File: config.mk
export PLATFORM = sky130hd
export DESIGN_NAME = bus_tenure_timer
export DESIGN_NICKNAME = d
export VERILOG_FILES = /design/src/rtl/btt_pkg.sv /design/src/rtl/btt_cfg_reg.sv /design/src/rtl/btt_tenure_arm.sv /design/src/rtl/btt_slice_counter.sv /design/src/rtl/btt_stop_ctl.sv /design/src/rtl/bus_tenure_timer.sv
export SDC_FILE = /design/constraint.sdc
export NUM_CORES = 1
export LEC_CHECK = 0
export ABC_CLOCK_PERIOD_IN_PS = 4550
export BUFFER_PORTS_ARGS = -buffer_cell sky130_fd_sc_hd__buf_4
export CAP_MARGIN = 20
export CELL_PAD_IN_SITES_DETAIL_PLACEMENT = 1
export CELL_PAD_IN_SITES_GLOBAL_PLACEMENT = 1
export CORE_UTILIZATION = 41
export CTS_CLUSTER_SIZE = 14
export DETAILED_ROUTE_END_ITERATION = 8
export PLACE_DENSITY_LB_ADDON = 0.08
export SLEW_MARGIN = 10
export SYNTH_ARGS = -nofsm -noshare
export SYNTH_HDL_FRONTEND = slang
export SYNTH_SLANG_ARGS = --single-unit
File: constraint.sdc
create_clock -name clk -period 4.55 [get_ports clk]
set_input_delay 0.91 -clock clk [delete_from_list [all_inputs] [get_ports clk]]
set_output_delay 0.91 -clock clk [all_outputs]
set_load 0.02 [all_outputs]
File: src/rtl/btt_pkg.sv
package btt_pkg;

  localparam int unsigned BTT_REG_W = 8;
  localparam int unsigned BTT_RSV_W = 3;

  typedef enum logic [1:0] {
    TMR_OFF     = 2'd0,
    TMR_RUN     = 2'd1,
    TMR_EXPIRED = 2'd2
  } tmr_state_e;

endpackage

File: src/rtl/btt_cfg_reg.sv
module btt_cfg_reg #(
  parameter int unsigned REG_W = btt_pkg::BTT_REG_W,
  parameter int unsigned RSV_W = btt_pkg::BTT_RSV_W
) (
  input  logic             clk,
  input  logic             rst_n,
  input  logic             wr_en,
  input  logic [REG_W-1:0] wr_data,
  output logic [REG_W-1:0] slice_val
);

  localparam int unsigned PROG_W = REG_W - RSV_W;

  function automatic logic [REG_W-1:0] mask_low(input logic [REG_W-1:0] raw);
    return {raw[REG_W-1:RSV_W], {RSV_W{1'b0}}};
  endfunction

  logic [PROG_W-1:0] prog_q;

  always_ff @(posedge clk) begin
    if (!rst_n)      prog_q <= '0;
    else if (wr_en)  prog_q <= wr_data[REG_W-1:RSV_W];
  end

  assign slice_val = mask_low({prog_q, {RSV_W{1'b0}}});

endmodule

File: src/rtl/btt_tenure_arm.sv
module btt_tenure_arm (
  input  logic clk,
  input  logic rst_n,
  input  logic gnt,
  input  logic frame,
  output logic load_evt
);

  logic gnt_q;
  logic frame_q;
  logic armed_q;
  logic grant_new;
  logic frame_rise;

  assign grant_new  = gnt & ~gnt_q;
  assign frame_rise = frame & ~frame_q;
  assign load_evt   = frame_rise & gnt & (armed_q | grant_new);

  always_ff @(posedge clk) begin
    if (!rst_n) begin
      gnt_q   <= 1'b0;
      frame_q <= 1'b0;
      armed_q <= 1'b0;
    end else begin
      gnt_q   <= gnt;
      frame_q <= frame;
      armed_q <= gnt & (armed_q | grant_new) & ~load_evt;
    end
  end

endmodule

File: src/rtl/btt_slice_counter.sv
module btt_slice_counter
  import btt_pkg::*;
#(
  parameter int unsigned REG_W = BTT_REG_W
) (
  input  logic             clk,
  input  logic             rst_n,
  input  logic             load_evt,
  input  logic [REG_W-1:0] slice_val,
  output logic [REG_W-1:0] count,
  output logic             expired,
  output tmr_state_e       state
);

  function automatic logic [REG_W-1:0] step_down(input logic [REG_W-1:0] c);
    return (c == '0) ? c : c - 1'b1;
  endfunction

  function automatic logic last_step(input logic [REG_W-1:0] c);
    return c == {{(REG_W-1){1'b0}}, 1'b1};
  endfunction

  logic [REG_W-1:0] count_q;
  tmr_state_e       state_q;

  always_ff @(posedge clk) begin
    if (!rst_n) begin
      count_q <= '0;
      state_q <= TMR_OFF;
    end else if (load_evt) begin
      count_q <= slice_val;
      state_q <= (slice_val == '0) ? TMR_OFF : TMR_RUN;
    end else if (state_q == TMR_RUN) begin
      count_q <= step_down(count_q);
      if (last_step(count_q)) state_q <= TMR_EXPIRED;
    end
  end

  assign count   = count_q;
  assign state   = state_q;
  assign expired = (state_q == TMR_EXPIRED);

endmodule

File: src/rtl/btt_stop_ctl.sv
module btt_stop_ctl (
  input  logic clk,
  input  logic rst_n,
  input  logic expired,
  input  logic gnt,
  input  logic frame,
  input  logic busy,
  output logic want_stop,
  output logic bus_quiet,
  output logic stop_req
);

  logic stop_q;

  assign want_stop = expired & ~gnt;
  assign bus_quiet = ~frame & ~busy;

  always_ff @(posedge clk) begin
    if (!rst_n) stop_q <= 1'b0;
    else        stop_q <= (stop_q | want_stop) & ~bus_quiet;
  end

  assign stop_req = stop_q;

endmodule

File: src/rtl/bus_tenure_timer.sv
module bus_tenure_timer
  import btt_pkg::*;
#(
  parameter int unsigned REG_W = BTT_REG_W,
  parameter int unsigned RSV_W = BTT_RSV_W
) (
  input  logic             clk,
  input  logic             rst_n,
  input  logic             cfg_wr_en,
  input  logic [REG_W-1:0] cfg_wr_data,
  output logic [REG_W-1:0] cfg_rd_data,
  input  logic             bus_gnt,
  input  logic             bus_frame,
  input  logic             bus_busy,
  output logic             slice_expired,
  output logic             burst_stop_req
);

  logic [REG_W-1:0] slice_val;
  logic [REG_W-1:0] count;
  logic             load_evt;
  logic             expired;
  logic             want_stop;
  logic             bus_quiet;
  tmr_state_e       tmr_state;

  btt_cfg_reg #(.REG_W(REG_W), .RSV_W(RSV_W)) u_cfg (
    .clk       (clk),
    .rst_n     (rst_n),
    .wr_en     (cfg_wr_en),
    .wr_data   (cfg_wr_data),
    .slice_val (slice_val)
  );

  btt_tenure_arm u_arm (
    .clk      (clk),
    .rst_n    (rst_n),
    .gnt      (bus_gnt),
    .frame    (bus_frame),
    .load_evt (load_evt)
  );

  btt_slice_counter #(.REG_W(REG_W)) u_cnt (
    .clk       (clk),
    .rst_n     (rst_n),
    .load_evt  (load_evt),
    .slice_val (slice_val),
    .count     (count),
    .expired   (expired),
    .state     (tmr_state)
  );

  btt_stop_ctl u_stop (
    .clk       (clk),
    .rst_n     (rst_n),
    .expired   (expired),
    .gnt       (bus_gnt),
    .frame     (bus_frame),
    .busy      (bus_busy),
    .want_stop (want_stop),
    .bus_quiet (bus_quiet),
    .stop_req  (burst_stop_req)
  );

  assign cfg_rd_data   = slice_val;
  assign slice_expired = expired;

endmodule

==> results.sh, run 1 <==
export IMPL_io_pins=24
export IMPL_ctsHtreeMaxLevel=1
export IMPL_clock_latency_ps=300
export IMPL_wl_per_cell_um=13.6
export IMPL_synthCells=103
export IMPL_clkSinkCount=19
export IMPL_grt_max_degree=18
export IMPL_gp_congestion=0.796
export IMPL_totalWireLength_um=2020
export IMPL_min_path_type="flip-flop to flip-flop"
export IMPL_cp_max_fo=5
export IMPL_wl_met1_um=923
export IMPL_min_period_ps=1990
export IMPL_hpwl_um=1570
export IMPL_skew_ps=2.87
export IMPL_yosys_area_top_type="dfxtp_1"
export IMPL_min_period_over_period_pct=43.8
export IMPL_synth_top_area_share_pct=38.8
export IMPL_diodes=0
export IMPL_die_area_um2=2590
export IMPL_viasPerCell=5.12
export IMPL_ys_ff_latch=19
export IMPL_post_cts_buffers=0
export IMPL_synth_warnings=0
export IMPL_grt_pass1_wl_um=3260
export IMPL_area_growth_pct=16.6
export IMPL_r2r_start="u_cnt.count[1]"
export IMPL_numCtsBuffers=3
export IMPL_ys_types=36
export IMPL_cap_violations=0
export IMPL_cp_end_kind="primary output"
export IMPL_overflow=0
export IMPL_placed_cells=144
export IMPL_finalSetupViolCount=0
export IMPL_drc=0
export IMPL_fmax_mhz=502
export IMPL_p_per_area_nw_per_um2=291
export IMPL_grt_pass1_vias=751
export IMPL_final_hold_viol_count=0
export IMPL_num_vias=758
export IMPL_topRoutingLayerUsed="met4"
export IMPL_die_h_um=50.9
export IMPL_fin_tns_setup_ps=0
export IMPL_antenna_found_initial=0
export IMPL_postCtsHoldBufs=0
export IMPL_status="complete, no violations"
export IMPL_nets=138
export IMPL_io_buffers=17
export IMPL_cts_resized=0
export IMPL_rows=17
export IMPL_irDropWorstVdd_uv=176
export IMPL_relSlewSlack_pct=61.5
export IMPL_ant_nets=0
export IMPL_power_uw=332
export IMPL_ys_seq_area_share_pct=38.8
export IMPL_avgSynthCellArea_um2=9.52
export IMPL_total_leakage_power_nw=0.503
export IMPL_worstMarginPinSlew_ps=575
export IMPL_tritoncts="built"
export IMPL_mostFrequentLayoutCell="dfxtp_1"
export IMPL_die_x_um=50.9
export IMPL_grtUsageTotal_pct=17.2
export IMPL_initial_utilization_pct=43.9
export IMPL_synthesis_area_um2=981
export IMPL_core_region_area_um2=2230
export IMPL_layoutNonFillerInstCount=148
export IMPL_path_class="flip-flop to primary output"
export IMPL_start_kind="flip-flop"
export IMPL_crit_required_ps=3640
export IMPL_synthTopCellsByArea="dfxtp_1, mux2i_1, nor2b_1"
export IMPL_wl_met3_um=71
export IMPL_final_layout_size_suffix_gt1_share_pct=23.3
export IMPL_min_from="u_stop.stop_req"
export IMPL_clk_pin_slew_ps=110
export IMPL_rsz0062_at_grt="no"
export IMPL_firstDrtPassIters=4
export IMPL_cts_max_path_buffers=2
export IMPL_route_met2_wl_um=1010
export IMPL_worstSetupStartpoint="u_cnt.state[1]"
export IMPL_cts_root_buf="clkbuf_4"
export IMPL_mostFrequentLayoutCells="dfxtp_1, buf_4, mux2i_1"
export IMPL_slew_viol_final=0
export IMPL_drtIter0Drc=10
export IMPL_arrival_ps=1080
[metal layers]
metal / up-vias / global-route usage [%]
li1: 387 / -
met2: 17 / 30.7
met4: 0 / 4.17
met5: - / 0
met1: 351 / 19.6
met3: 3 / 5.36
[worst max-delay path, stage by stage (launching register included)]
cell	delay, ps
dfxtp_1	400
nor2b_1	200
buf_4	170
[cell usage after synthesis]
cell / instances
nor4_1: 1
and4_1: 1
nand3_2: 1
ha_1: 3
or3_4: 1
buf_4: 3
o211ai_1: 1
o221a_2: 1
nand4_1: 1
a21oi_1: 3
or4b_4: 1
inv_1: 6
dfxtp_1: 19
nor2_1: 8
o2bb2ai_2: 1
o21ai_0: 1
and2_1: 2
a211oi_2: 1
xor2_1: 4
nand4b_1: 1
clkbuf_1: 2
o2bb2ai_1: 3
mux2i_1: 9
buf_2: 1
nand3_1: 1
or4b_1: 1
nor3b_1: 1
o21a_4: 1
nor2b_1: 8
o21a_1: 1
conb_1: 1
o311a_1: 1
nand2_1: 6
nand2b_1: 2
xnor2_1: 3
nor3_1: 2
[state kept, by name, indices dropped and copies added (netlist names)]
| signal | cells |
|---|---|
| u_cnt.count | 8 |
| u_arm.frame_q | 1 |
| u_stop.stop_req | 1 |
| u_arm.armed_q | 1 |
| u_arm.gnt_q | 1 |
| u_cnt.state | 2 |
| u_cfg.prog_q | 5 |
[through the flow]
step           hold slack [ps]  util, %  worst slack (ps)  cell area (um2)
6_report                   549     51.2              2560             1140
5_1_grt                    573     51.2              2440             1140
4_1_cts                    552     51.2              2540             1140
3_5_place_dp               518     50.0              2480             1120
3_3_place_gp               513     50.0              2470             1120
2_1_floorplan              487        -              2930              988
[report_power, final]
group / internal, mW / total, mW / switching (mW)
registers: 0.174 / 0.182 / 0.00764
logic: 0.0304 / 0.0630 / 0.0326
clock network: 0.0329 / 0.0878 / 0.0549
[final timing paths]
| kind | slack (ps) | endpoint | depth (start not counted) |
|---|---|---|---|
| worst max-delay path | 2560 | slice_expired | 2 |
| worst min-delay path | 550 | u_stop.stop_req | 1 |
| worst max register to register | 2880 | u_cnt.state[0] | 5 |
| worst min register to register | 550 | u_stop.stop_req | 1 |
[layout make-up]
| cell class | count | area [um2] |
|---|---|---|
| Clock buffer | 3 | 22.5 |
| Clock inverter | 1 | 5.00 |
| Fill cell | 274 | 1090 |
| Inverter | 6 | 22.5 |
| Multi-Input combinational cell | 74 | 551 |
| Sequential cell | 19 | 380 |
| Tap cell | 28 | 35.0 |
| Timing Repair Buffer | 17 | 128 |
[logic make-up (layout without fill, tap and decap cells)]
| kind of cell | after synthesis | in the layout | synth area share [%] |
|---|---|---|---|
| buf+inv | 12 | 27 | 5.87 |
| fa+ha+maj | 3 | 3 | 3.83 |
| simple gates | 38 | 38 | 23.0 |
| compound gates | 14 | 14 | 12.8 |
| flops | 19 | 19 | 38.8 |
| mux | 9 | 9 | 9.18 |
| other cells | 1 | 3 | 0.382 |
| xor+xnor | 7 | 7 | 6.25 |
Power figures use the tool's default switching activity.
==> run 2, diff against run 1 <==
--- a/config.mk
+++ b/config.mk
@@ -5,12 +5,12 @@
 export SDC_FILE = /design/constraint.sdc
 export NUM_CORES = 1
 export LEC_CHECK = 0
-export ABC_CLOCK_PERIOD_IN_PS = 4550
+export ABC_CLOCK_PERIOD_IN_PS = 2000
 export BUFFER_PORTS_ARGS = -buffer_cell sky130_fd_sc_hd__buf_4
 export CAP_MARGIN = 20
 export CELL_PAD_IN_SITES_DETAIL_PLACEMENT = 1
 export CELL_PAD_IN_SITES_GLOBAL_PLACEMENT = 1
-export CORE_UTILIZATION = 41
+export CORE_UTILIZATION = 38
 export CTS_CLUSTER_SIZE = 14
 export DETAILED_ROUTE_END_ITERATION = 8
 export PLACE_DENSITY_LB_ADDON = 0.08
==> constraint.sdc (replaced) <==
create_clock -name clk -period 2 [get_ports clk]
set_input_delay 0.4 -clock clk [delete_from_list [all_inputs] [get_ports clk]]
set_output_delay 0.4 -clock clk [all_outputs]
set_load 0.02 [all_outputs]
==> results.sh, run 2 (synthesized netlist as in run 1, its figures left out) <==
export IMPL_endpoint="u_cnt.state[0]"
export IMPL_worstSetupStartpoint="u_cnt.count[1]"
export IMPL_start_kind="flip-flop"
export IMPL_fmax_mhz=614
export IMPL_grtUsageMet3_pct=3.48
export IMPL_overflow=0
export IMPL_cp_max_fo=4
export IMPL_finalSetupViolCount=0
export IMPL_grtUsageTotal_pct=15.4
export IMPL_ctsHtreeMaxLevel=1
export IMPL_ff2ff_setup_slack_ps=370
export IMPL_clk_pin_slew_ps=110
export IMPL_cap_violations=0
export IMPL_rsz0062_at_grt="no"
export IMPL_cp_slowest_stage_delay_ps=460
export IMPL_area_growth_pct=17.6
export IMPL_fin_tns_setup_ps=0
export IMPL_min_period_ps=1630
export IMPL_numCtsBuffers=3
export IMPL_slew_viol_final=0
export IMPL_p_per_area_nw_per_um2=653
export IMPL_path_cells="inv_1, ha_1, or4b_1, o311a_1, o21a_1"
export IMPL_rows=18
export IMPL_skew_ps=3.01
export IMPL_largest_reg_flops=8
export IMPL_utilization_pct=47.0
export IMPL_cts_resized=0
export IMPL_critPathSlowestCell="or4b_1"
export IMPL_nets=139
export IMPL_die_x_um=52.8
export IMPL_layoutNonFillerInstCount=151
export IMPL_initial_utilization_pct=40.0
export IMPL_cts_root_buf="clkbuf_4"
export IMPL_core_region_area_um2=2450
export IMPL_clkSinkCount=19
export IMPL_place_area_um2=1130
export IMPL_antenna_found_initial=0
export IMPL_cp_end_kind="flip-flop"
export IMPL_mostFrequentLayoutCells="dfxtp_1, buf_4, mux2i_1"
export IMPL_final_layout_size_suffix_gt1_share_pct=24.0
export IMPL_grt_pass1_vias=706
export IMPL_path_class="flip-flop to flip-flop"
export IMPL_fin_area_um2=1150
export IMPL_ant_nets=0
export IMPL_grtUsageMet1_pct=19.2
export IMPL_cts_max_path_buffers=2
export IMPL_num_vias=753
export IMPL_drtIter0Drc=5
export IMPL_mostFrequentLayoutCell="dfxtp_1"
export IMPL_gp_congestion=0.761
export IMPL_placed_cells=147
export IMPL_min_path_type="primary input to flip-flop"
export IMPL_post_cts_buffers=0
export IMPL_ff2ff_path_depth=5
export IMPL_viasPerCell=4.99
export IMPL_io_buffers=17
export IMPL_die_h_um=52.8
export IMPL_diodes=0
export IMPL_firstDrtPassIters=2
export IMPL_r2r_start="u_cnt.count[1]"
export IMPL_irDropWorstVdd_uv=375
export IMPL_die_area_um2=2790
export IMPL_hpwl_um=1540
export IMPL_wl_per_cell_um=13.1
export IMPL_grt_pass1_wl_um=3070
export IMPL_min_period_over_period_pct=81.4
export IMPL_final_hold_viol_count=0
export IMPL_drc=0
export IMPL_grt_max_degree=18
export IMPL_globalRouteMet2Util_pct=25.7
export IMPL_clock_latency_ps=290
export IMPL_tritoncts="built"
export IMPL_arrival_ps=1830
export IMPL_status="complete, no violations"
export IMPL_totalWireLength_um=1970
export IMPL_gr_max_usage_layer="met2"
export IMPL_io_pins=24
export IMPL_rr_endpoint="u_cnt.state[0]"
export IMPL_postCtsHoldBufs=0
export IMPL_crit_required_ps=2200
export IMPL_total_leakage_power_nw=0.507
## run 2: changes by cell type in the layout (fill, tap and decap cells not counted)
cell and change:
buf_4 +1
## run 2: worst max-delay path: cells and delay by family (launching register included)
family | cells | cell delay (ps)
compound gates | 2 | 460
buf+inv | 1 | 110
simple gates | 1 | 460
fa+ha+maj | 1 | 150
flops | 1 | 360
## run 2: how the worst min path moves through the flow
stage	start	to	slack (ps)	cells after the start
floorplan	u_cnt.state[1]	u_cnt.state[1]	490	2
detailed placement	u_stop.stop_req	u_stop.stop_req	520	1
CTS	bus_frame	u_arm.frame_q	310	2
global placement	u_stop.stop_req	u_stop.stop_req	510	1
global route	bus_frame	u_arm.frame_q	310	2
finish	bus_frame	u_arm.frame_q	320	2
## run 2: power breakdown
group          switching, mW  internal [mW]  total, mW
clock network          0.123         0.0743      0.197
logic                 0.0723         0.0702      0.142
registers             0.0175          0.396      0.413
total                  0.213          0.540      0.753
## run 2: routing by layer
metal  vias up  share of wire [%]
met5         -                  0
met3         2                2.2
li1        382                  -
met4         0               0.51
met1       361                 48
met2         8                 49
## run 2: area by class of cell
cell class | count | area [um2]
multi-input cells | 74 | 551
inverters | 6 | 22.5
clock buffers | 3 | 22.5
flip-flops and latches | 19 | 380
clock inverters | 1 | 5.00
fillers | 305 | 1300
well taps | 30 | 37.5
repair buffers | 18 | 135
## run 2: through the flow
step	power, mW	hold slack (ps)	setup WS (ps)
final	0.753	322	372
after global routing	0.797	306	285
after CTS	0.773	306	357
after detailed placement	0.567	523	385
after global placement	0.563	513	400
after floorplan	0.523	487	480
